--- src/rtl/pclk_pkg.sv ---
package pclk_pkg;

  // Strobes from the control half to the datapath half.
  typedef struct packed {
    logic boundary;  // current cycle is the last of the period
    logic startCyc;  // current cycle is the first of the period
    logic halfCyc;   // current cycle is the middle of the period
  } pclkStrobe_t;

  localparam int unsigned RESET_INT  = 1;
  localparam int unsigned RESET_FRAC = 0;
  localparam int unsigned RESET_RISE = 0;
  localparam int unsigned RESET_FALL = 1;

endpackage

--- src/rtl/pclk_ctrl.sv ---
module pclk_ctrl
  import pclk_pkg::*;
#(
  parameter int INT_W    = 8,
  parameter int FRAC_W   = 4,
  parameter int POS_W    = 9,
  parameter int DATA_W   = 32,
  parameter int FALL_LSB = 16,
  localparam int RATIO_W = INT_W + FRAC_W,
  localparam int LEN_W   = INT_W + 1
) (
  input  logic              clk,
  input  logic              rstN,
  input  logic              wrEn,
  input  logic              wrSel,
  input  logic [DATA_W-1:0] wrData,
  input  logic [LEN_W-1:0]  lenCur,
  output logic [INT_W-1:0]  pendInt,
  output logic [FRAC_W-1:0] pendFrac,
  output logic [POS_W-1:0]  pendRise,
  output logic [POS_W-1:0]  pendFall,
  output logic [LEN_W-1:0]  cycIdx,
  output pclkStrobe_t       strobes
);

  logic [LEN_W-1:0] lastIdx;
  logic [LEN_W-1:0] midIdx;
  logic             unusedWrBits;

  // Pending copies of both configuration words.
  always_ff @(posedge clk or negedge rstN) begin
    if (!rstN) begin
      pendInt  <= INT_W'(RESET_INT);
      pendFrac <= FRAC_W'(RESET_FRAC);
      pendRise <= POS_W'(RESET_RISE);
      pendFall <= POS_W'(RESET_FALL);
    end else if (wrEn) begin
      if (!wrSel) begin
        pendInt  <= wrData[RATIO_W-1:FRAC_W];
        pendFrac <= wrData[FRAC_W-1:0];
      end else begin
        pendRise <= wrData[POS_W-1:0];
        pendFall <= wrData[FALL_LSB+POS_W-1:FALL_LSB];
      end
    end
  end

  assign unusedWrBits = ^{wrData[DATA_W-1:FALL_LSB+POS_W], wrData[FALL_LSB-1:RATIO_W]};

  // Position inside the current period.
  assign lastIdx = lenCur - LEN_W'(1);
  assign midIdx  = lenCur >> 1;

  always_ff @(posedge clk or negedge rstN) begin
    if (!rstN) begin
      cycIdx <= '0;
    end else if (cycIdx == lastIdx) begin
      cycIdx <= '0;
    end else begin
      cycIdx <= cycIdx + LEN_W'(1);
    end
  end

  always_comb begin
    strobes          = '0;
    strobes.boundary = (cycIdx == lastIdx);
    strobes.startCyc = (cycIdx == '0);
    strobes.halfCyc  = (cycIdx == midIdx);
  end

endmodule

--- src/rtl/pclk_dp.sv ---
module pclk_dp
  import pclk_pkg::*;
#(
  parameter int INT_W  = 8,
  parameter int FRAC_W = 4,
  parameter int POS_W  = 9,
  localparam int LEN_W = INT_W + 1,
  localparam int HS_W  = INT_W + 2,
  localparam int SUM_W = FRAC_W + 1
) (
  input  logic              clk,
  input  logic              rstN,
  input  pclkStrobe_t       strobes,
  input  logic [LEN_W-1:0]  cycIdx,
  input  logic [INT_W-1:0]  pendInt,
  input  logic [FRAC_W-1:0] pendFrac,
  input  logic [POS_W-1:0]  pendRise,
  input  logic [POS_W-1:0]  pendFall,
  output logic [LEN_W-1:0]  lenCur,
  output logic [POS_W-1:0]  riseAct,
  output logic [POS_W-1:0]  fallAct,
  output logic [1:0]        pixHalves,
  output logic              periodTick,
  output logic              halfTick
);

  logic [FRAC_W-1:0] phaseAcc;
  logic [SUM_W-1:0]  phaseSum;
  logic [INT_W-1:0]  intEff;
  logic [LEN_W-1:0]  lenNext;
  logic [HS_W-1:0]   cycBase;
  logic              edgeWrap;

  // Integer 0 is promoted to 1; carry of the accumulator stretches the period.
  assign intEff   = (pendInt == '0) ? INT_W'(1) : pendInt;
  assign phaseSum = {1'b0, phaseAcc} + {1'b0, pendFrac};
  assign lenNext  = LEN_W'(intEff) + LEN_W'(phaseSum[FRAC_W]);

  always_ff @(posedge clk or negedge rstN) begin
    if (!rstN) begin
      phaseAcc <= '0;
      lenCur   <= LEN_W'(RESET_INT);
      riseAct  <= POS_W'(RESET_RISE);
      fallAct  <= POS_W'(RESET_FALL);
    end else if (strobes.boundary) begin
      phaseAcc <= phaseSum[FRAC_W-1:0];
      lenCur   <= lenNext;
      riseAct  <= pendRise;
      fallAct  <= pendFall;
    end
  end

  // Waveform: one level for each half of the current input cycle.
  assign cycBase  = {cycIdx, 1'b0};
  assign edgeWrap = (riseAct > fallAct);

  for (genvar k = 0; k < 2; k++) begin : g_half
    logic [HS_W-1:0] halfStep;
    logic            pastRise;
    logic            pastFall;
    assign halfStep     = cycBase + HS_W'(k);
    assign pastRise     = (halfStep >= HS_W'(riseAct));
    assign pastFall     = (halfStep >= HS_W'(fallAct));
    assign pixHalves[k] = pastRise ^ pastFall ^ edgeWrap;
  end

  assign periodTick = strobes.startCyc;
  assign halfTick   = strobes.halfCyc;

endmodule

--- src/rtl/pclk_frac_div.sv ---
module pclk_frac_div
  import pclk_pkg::*;
#(
  parameter int INT_W    = 8,
  parameter int FRAC_W   = 4,
  parameter int POS_W    = 9,
  parameter int DATA_W   = 32,
  parameter int FALL_LSB = 16
) (
  input  logic              clk,
  input  logic              rstN,
  input  logic              wrEn,
  input  logic              wrSel,
  input  logic [DATA_W-1:0] wrData,
  output logic [1:0]        pixHalves,
  output logic              periodTick,
  output logic              halfTick
);

  localparam int LEN_W = INT_W + 1;

  pclkStrobe_t       strobes;
  logic [LEN_W-1:0]  cycIdx;
  logic [LEN_W-1:0]  lenCur;
  logic [INT_W-1:0]  pendInt;
  logic [FRAC_W-1:0] pendFrac;
  logic [POS_W-1:0]  pendRise;
  logic [POS_W-1:0]  pendFall;
  logic [POS_W-1:0]  riseAct;
  logic [POS_W-1:0]  fallAct;

  pclk_ctrl #(
    .INT_W(INT_W), .FRAC_W(FRAC_W), .POS_W(POS_W),
    .DATA_W(DATA_W), .FALL_LSB(FALL_LSB)
  ) uCtrl (
    .clk(clk), .rstN(rstN),
    .wrEn(wrEn), .wrSel(wrSel), .wrData(wrData),
    .lenCur(lenCur),
    .pendInt(pendInt), .pendFrac(pendFrac),
    .pendRise(pendRise), .pendFall(pendFall),
    .cycIdx(cycIdx), .strobes(strobes)
  );

  pclk_dp #(
    .INT_W(INT_W), .FRAC_W(FRAC_W), .POS_W(POS_W)
  ) uDp (
    .clk(clk), .rstN(rstN),
    .strobes(strobes), .cycIdx(cycIdx),
    .pendInt(pendInt), .pendFrac(pendFrac),
    .pendRise(pendRise), .pendFall(pendFall),
    .lenCur(lenCur), .riseAct(riseAct), .fallAct(fallAct),
    .pixHalves(pixHalves), .periodTick(periodTick), .halfTick(halfTick)
  );

endmodule

--- config.mk ---
export PLATFORM = sky130hd
export DESIGN_NAME = pclk_frac_div
export DESIGN_NICKNAME = d
export VERILOG_FILES = /design/src/rtl/pclk_pkg.sv /design/src/rtl/pclk_ctrl.sv /design/src/rtl/pclk_dp.sv /design/src/rtl/pclk_frac_div.sv
export SDC_FILE = /design/constraint.sdc
export NUM_CORES = 1
export LEC_CHECK = 0
export BUFFER_PORTS_ARGS = -buffer_cell sky130_fd_sc_hd__buf_2
export CAP_MARGIN = 5
export CORE_MARGIN = 2
export CORE_UTILIZATION = 47
export CTS_CLUSTER_SIZE = 12
export DETAILED_ROUTE_END_ITERATION = 8
export HOLD_SLACK_MARGIN = 0.03
export MAX_ROUTING_LAYER = met4
export PLACE_DENSITY = 0.69
export REMOVE_ABC_BUFFERS = 1
export SLEW_MARGIN = 5
export SYNTH_ARGS = -nofsm -noshare
export SYNTH_HDL_FRONTEND = slang
export SYNTH_SLANG_ARGS = --single-unit
--- constraint.sdc ---
create_clock -name clk -period 3 [get_ports clk]
set_input_delay 0.45 -clock clk [delete_from_list [all_inputs] [get_ports clk]]
set_output_delay 0.45 -clock clk [all_outputs]
set_load 0.02 [all_outputs]
======== After elaboration in Yosys (flattened, before gate mapping) ========
Cells that the tools add are included.
operators by class
  add/subtract/negate cells ............... 5
  magnitude comparators ................... 5
  equal/unequal tests ..................... 2
  mux-type cells .......................... 2
  bitwise operators ....................... 5
  reduce and logical (&&, ||, !) cells .... 4
operators by type and width
  operator                 number
  $ge A10 B9 Y1            4
  $add A10 B1 Y10 const B  1
  $add A8 B1 Y9            1
  $add A9 B1 Y9 const B    1
  $eq A9 B8 Y1             1
  $eq A9 B9 Y1             1
  $gt A9 B9 Y1             1
  $logic_not A9 Y1         1
  $mux W9                  1
  $sub A9 B1 Y9 const B    1
  $logic_not A8 Y1         1
  $mux W8                  1
  $add A4 B4 Y5            1
  $reduce_and A2 Y1        2
  $xor A1 B1 Y1            4
  $not A1 Y1               1
word-level totals
  register bits after elaboration ......... 70
  bits of input ports ..................... 36
  output and inout bits ................... 4
  logic and storage cells ................. 32

======== Logic depth before layout (Yosys ltp) ========
  depth after elaboration ................. 4
  mapped depth ............................ 9
  depth with buffers taken out ............ 9

======== By module ========
From an unflattened synthesis, not the netlist that was laid out.
unflattened totals
  cells, all modules ...................... 378
  area total of the unflattened synthesis .. 4048.9 µm²
by module, submodules not included
  module     times used  cells an instance  area each (µm²)  sequential area each (µm²)
  pclk_dp    1           218                2110.8           778.2
  pclk_ctrl  1           160                1938.1           978.4

======== Worst setup path after synthesis ========
No wires, ideal clock.
  path type ............................... reg2reg
  start ................................... register uDp.lenCur[0]
  end ..................................... register uDp.fallAct[1]
  library setup time ...................... 0.125 ns
  arrival ................................. 2.216 ns
  required time ........................... 2.875 ns
  slack ................................... 0.659 ns
  cell stages (with the launch flop) ...... 9
  buffers on the path ..................... 1
  clock period less this slack ............ 2.341 ns
  path through ............................ dfstp_2 > inv_1 > ha_1 > xor2_1 > nand3_1 > a2111o_1 > a211o_1 > buf_6 > mux2_4
on the way
  cells in the longest elaborated chain, start to end .. 2
RTL lines
  what                    line             text
  start, declared         pclk_dp.sv:19    output logic [LEN_W-1:0] lenCur,
  start signal, assigned  pclk_dp.sv:42    lenCur <= LEN_W'(RESET_INT);
  start signal, assigned  pclk_dp.sv:47    lenCur <= lenNext;
  $sub A9 B1 Y9           pclk_ctrl.sv:51  assign lastIdx = lenCur - LEN_W'(1);
  $eq A9 B9 Y1            pclk_ctrl.sv:66  strobes.boundary = (cycIdx == lastIdx);
  end signal, assigned    pclk_dp.sv:44    fallAct <= POS_W'(RESET_FALL);
  end signal, assigned    pclk_dp.sv:49    fallAct <= pendFall;
  end, declared           pclk_dp.sv:21    output logic [POS_W-1:0] fallAct,
Every way passes these cells.
A chain may end at the register's enable or synchronous reset.

======== Final worst setup path ========
  start ................................... register uCtrl.cycIdx[6]
  end ..................................... output port pixHalves[1]
on the way
  cells in the longest elaborated chain, start to end .. 4
  elaborated cells on any way between the ends .. 5
  those cells by class .................... add/sub (1); order compare (2); bitwise (2)
RTL lines
  what                              line                          text
  start, declared                   pclk_ctrl.sv:22               output logic [LEN_W-1:0] cycIdx,
  start signal, assigned            pclk_ctrl.sv:60               cycIdx <= cycIdx + LEN_W'(1);
  $add A10 B1 Y10 *                 pclk_dp.sv:61                 assign halfStep = cycBase + HS_W'(k);
  $ge A10 B9 Y1 (on tied branches)  pclk_dp.sv:62, pclk_dp.sv:63
  $xor A1 B1 Y1 * (2 in series)     pclk_dp.sv:64                 assign pixHalves[k] = pastRise ^ pastFall ^ edgeWrap;
  end, declared                     pclk_frac_div.sv:15           output logic [1:0] pixHalves,
Every way passes the cells marked *; elsewhere a longest branch is shown, timed or not.

==> results.json <==
{
  "status": "finished clean",
  "yosys_warnings": 0,
  "critPathArrivalTime_ps": 2390,
  "diodes": 0,
  "dpl.hpwl_um": 5589,
  "yosysUniqueCellTypes": 41,
  "yosysTopAreaCell": "dfrtp_1",
  "setup_viol": 0,
  "cts_resized": 0,
  "fin_crit_ps": 2843,
  "htreeDepth": 3,
  "via_per_inst": 5.371,
  "synth_common_cells": "dfrtp_1, ha_1, mux2_2, mux2_4, xnor2_1",
  "critPathMaxStageDelay_ps": 430,
  "track_usage": 0.1774,
  "slew_headroom": 0.4697,
  "remaining_drc_errors": 0,
  "cts_made_buffers": 9,
  "die_x_um": 98.62,
  "overflow": 0,
  "path_cells": "ha_1, a21o_1, a211oi_1, o311ai_1, xor2_1, xnor2_1, buf_2",
  "synthSimpleGateAreaFrac": 0.09902,
  "r2r_slack_ps": 410,
  "cts_buffer_depth": 2,
  "antenna_found_initial": 0,
  "utilization": 0.5320,
  "grt_max_degree": 41,
  "grt_pass1_wl_um": 13390,
  "grt_pass1_vias": 2720,
  "areaGrowthSynthToFinish_pct": 10.26,
  "synthAdderAreaFrac": 0.1118,
  "syn-cell-area_um2": 4208,
  "core_area_um2": 8721,
  "synth_top_area_share": 0.3925,
  "cts.clk_slew.worst_paths_ps": 70,
  "ant_nets": 0,
  "synth-seq-cells": 70,
  "power-per-cell-area_nw_per_um2": 401.5,
  "synth_top_family_by_area": "multiplexers",
  "syn-instance-count": 361,
  "setup.worst_path.class": "reg2out",
  "worstMarginPinSlew_ps": 793.5,
  "start_util": 0.4825,
  "fillCellCount": 777,
  "synthTopCellsByArea": "dfrtp_1, ha_1, mux2_4",
  "route.vias.total": 2696,
  "slowest_stage": "dfrtp_1",
  "portBuffers": 28,
  "leakage_nw": 2.199,
  "synth_edf_count": 0,
  "finalHoldViolCount": 0,
  "drtPass1Iterations": 4,
  "clock_latency_ps": 350,
  "synth.area.mux_share": 0.1811,
  "cts.sinks": 70,
  "critical_path.top_delay_family": "compound AO/OA/AOI/OAI gates",
  "cts_hold_buf": 0,
  "yosysMostFrequentCell": "dfrtp_1",
  "gp_congestion": 0.8346,
  "synth-xor-area-share": 0.08118,
  "fin_worst_skew_ps": 14.81,
  "io_pins": 40,
  "synth_compound_area_frac": 0.06720,
  "post-route-period-util": 0.9476,
  "die_height_um": 98.62,
  "routedWlPerCell_um": 15.19,
  "layout.nets": 463,
  "rsz0062_at_grt": "false",
  "die_area_um2": 9726,
  "syn_avg_cell_area_um2": 11.66,
  "ys.flop_type": "dfrtp_1",
  "wl_um": 7627,
  "seq_area_um2": 1760,
  "setup_tns_ps": 0,
  "rows": 34,
  "drive_above_1_share": 0.2944,
  "hold_class": "in2async",
  "path_buf_inv": 1,
  "p_total_w": 0.001863,
  "multi_input_area_um2": 2275,
  "worst_setup_path_end_kind": "output pin",
  "drv_slew": 0,
  "rr_worst_depth": 8,
  "yosysSeqAreaShare": 0.4175,
  "cts_tree": "built",
  "critPathLaunchType": "flip-flop",
  "r2r-end": "uDp.fallAct[5]",
  "postCtsSetupBuffers": 0,
  "max_cap_violations": 0,
  "synth-async-reset-ratio": 1.000,
  "irDropWorstVdd_uv": 282.2,
  "fmax_mhz": 351.8,
  "initialDrtViolationCount": 101,
  "rr_startpoint": "uDp.lenCur[0]",
  "required_ps": 2550,
  "root_buffer": "clkbuf_8",
  "cp_max_fo": 3
}
[worst max-delay path by stage]
stage | slack (ps) | to | from | cells after the start
after global placement | 440 | pixHalves[1] | uCtrl.cycIdx[2] | 6
after global routing | 40 | pixHalves[1] | uCtrl.cycIdx[6] | 7
final | 160 | pixHalves[1] | uCtrl.cycIdx[6] | 7
after CTS | 50 | pixHalves[1] | uCtrl.cycIdx[2] | 6
after floorplan | 100 | uDp.fallAct[1] | uDp.lenCur[2] | 6
after detailed placement | 420 | pixHalves[1] | uCtrl.cycIdx[2] | 6
[worst register-to-register path, cell delays in order, from the launching register on]
cell and delay [ps]:
dfstp_2 590, inv_1 70, ha_1 320, xor2_1 140, nand3_1 100, a2111o_1 410, a211o_2 310, buf_12 200
mux2_4 340
[cell families after synthesis]
kind of cell / Yosys count
and+or+nand+nor: 72
DFF: 70
AOI/OAI and AO/OA: 45
xor gates and xnor gates: 39
adders and majority gates: 37
muxes: 58
buffers and inverters: 40
[power breakdown]
group	leakage (nW)	internal (W)	total [W]	switching, W
Combinational	1.22	0.0000816	0.000141	0.0000598
Sequential	0.885	0.00101	0.00105	0.0000432
Clock	0.0893	0.000339	0.000672	0.000333
Total	2.20	0.00143	0.00186	0.000436
[per-stage QoR]
stage               area [um2]  hold slack [ps]  setup WS (ps)  instances
global placement          4467            485.2          438.1        487
global route              4639            231.0          39.29        502
finish                    4639            183.4          157.1        502
CTS                       4636            206.0          46.85        502
floorplan                 4120            154.4          102.3        345
detailed placement        4467            488.8          420.5        487
[registers in the layout, indices dropped and copies added, names as in the netlist]
register,cells
uDp.riseAct,9
uDp.fallAct,9
uCtrl.pendFrac,4
uCtrl.cycIdx,9
uCtrl.pendRise,9
uDp.lenCur,9
uDp.phaseAcc,4
uCtrl.pendFall,9
uCtrl.pendInt,8
[area by class of cell]
cell class	count	share of cell area
Tap cell	108	0.02913
Clock inverter	2	0.002157
Clock buffer	13	0.03425
Timing Repair Buffer	34	0.04531
Inverter	24	0.01942
Multi-Input combinational cell	251	0.4903
Sequential cell	70	0.3795
[placed cells by master, fill, tap and decap left out, drive strengths merged, types with 8 or more instances in the layout]
cell type / Yosys / routed
nand3: 12 / 12
xor2: 14 / 14
dfrtp: 66 / 66
mux2: 58 / 58
o21ai: 11 / 11
nand2: 14 / 14
ha: 36 / 36
a21oi: 14 / 14
and2: 9 / 9
xnor2: 25 / 25
nor2: 8 / 8
buf: 5 / 34
clkbuf: 11 / 13
inv: 24 / 24
[routing by layer]
layer | vias to the layer above | routed length (um) | GRT usage | part of all wire
met3 | 15 | 198 | 0.03830 | 0.026
met1 | 1331 | 3666 | 0.2337 | 0.48
li1 | 1314 | - | - | -
met4 | 0 | 113 | 0.04742 | 0.015
met2 | 36 | 3649 | 0.2800 | 0.48
met5 | - | 0 | - | 0
Note: power is estimated with default switching activity, not from simulation.
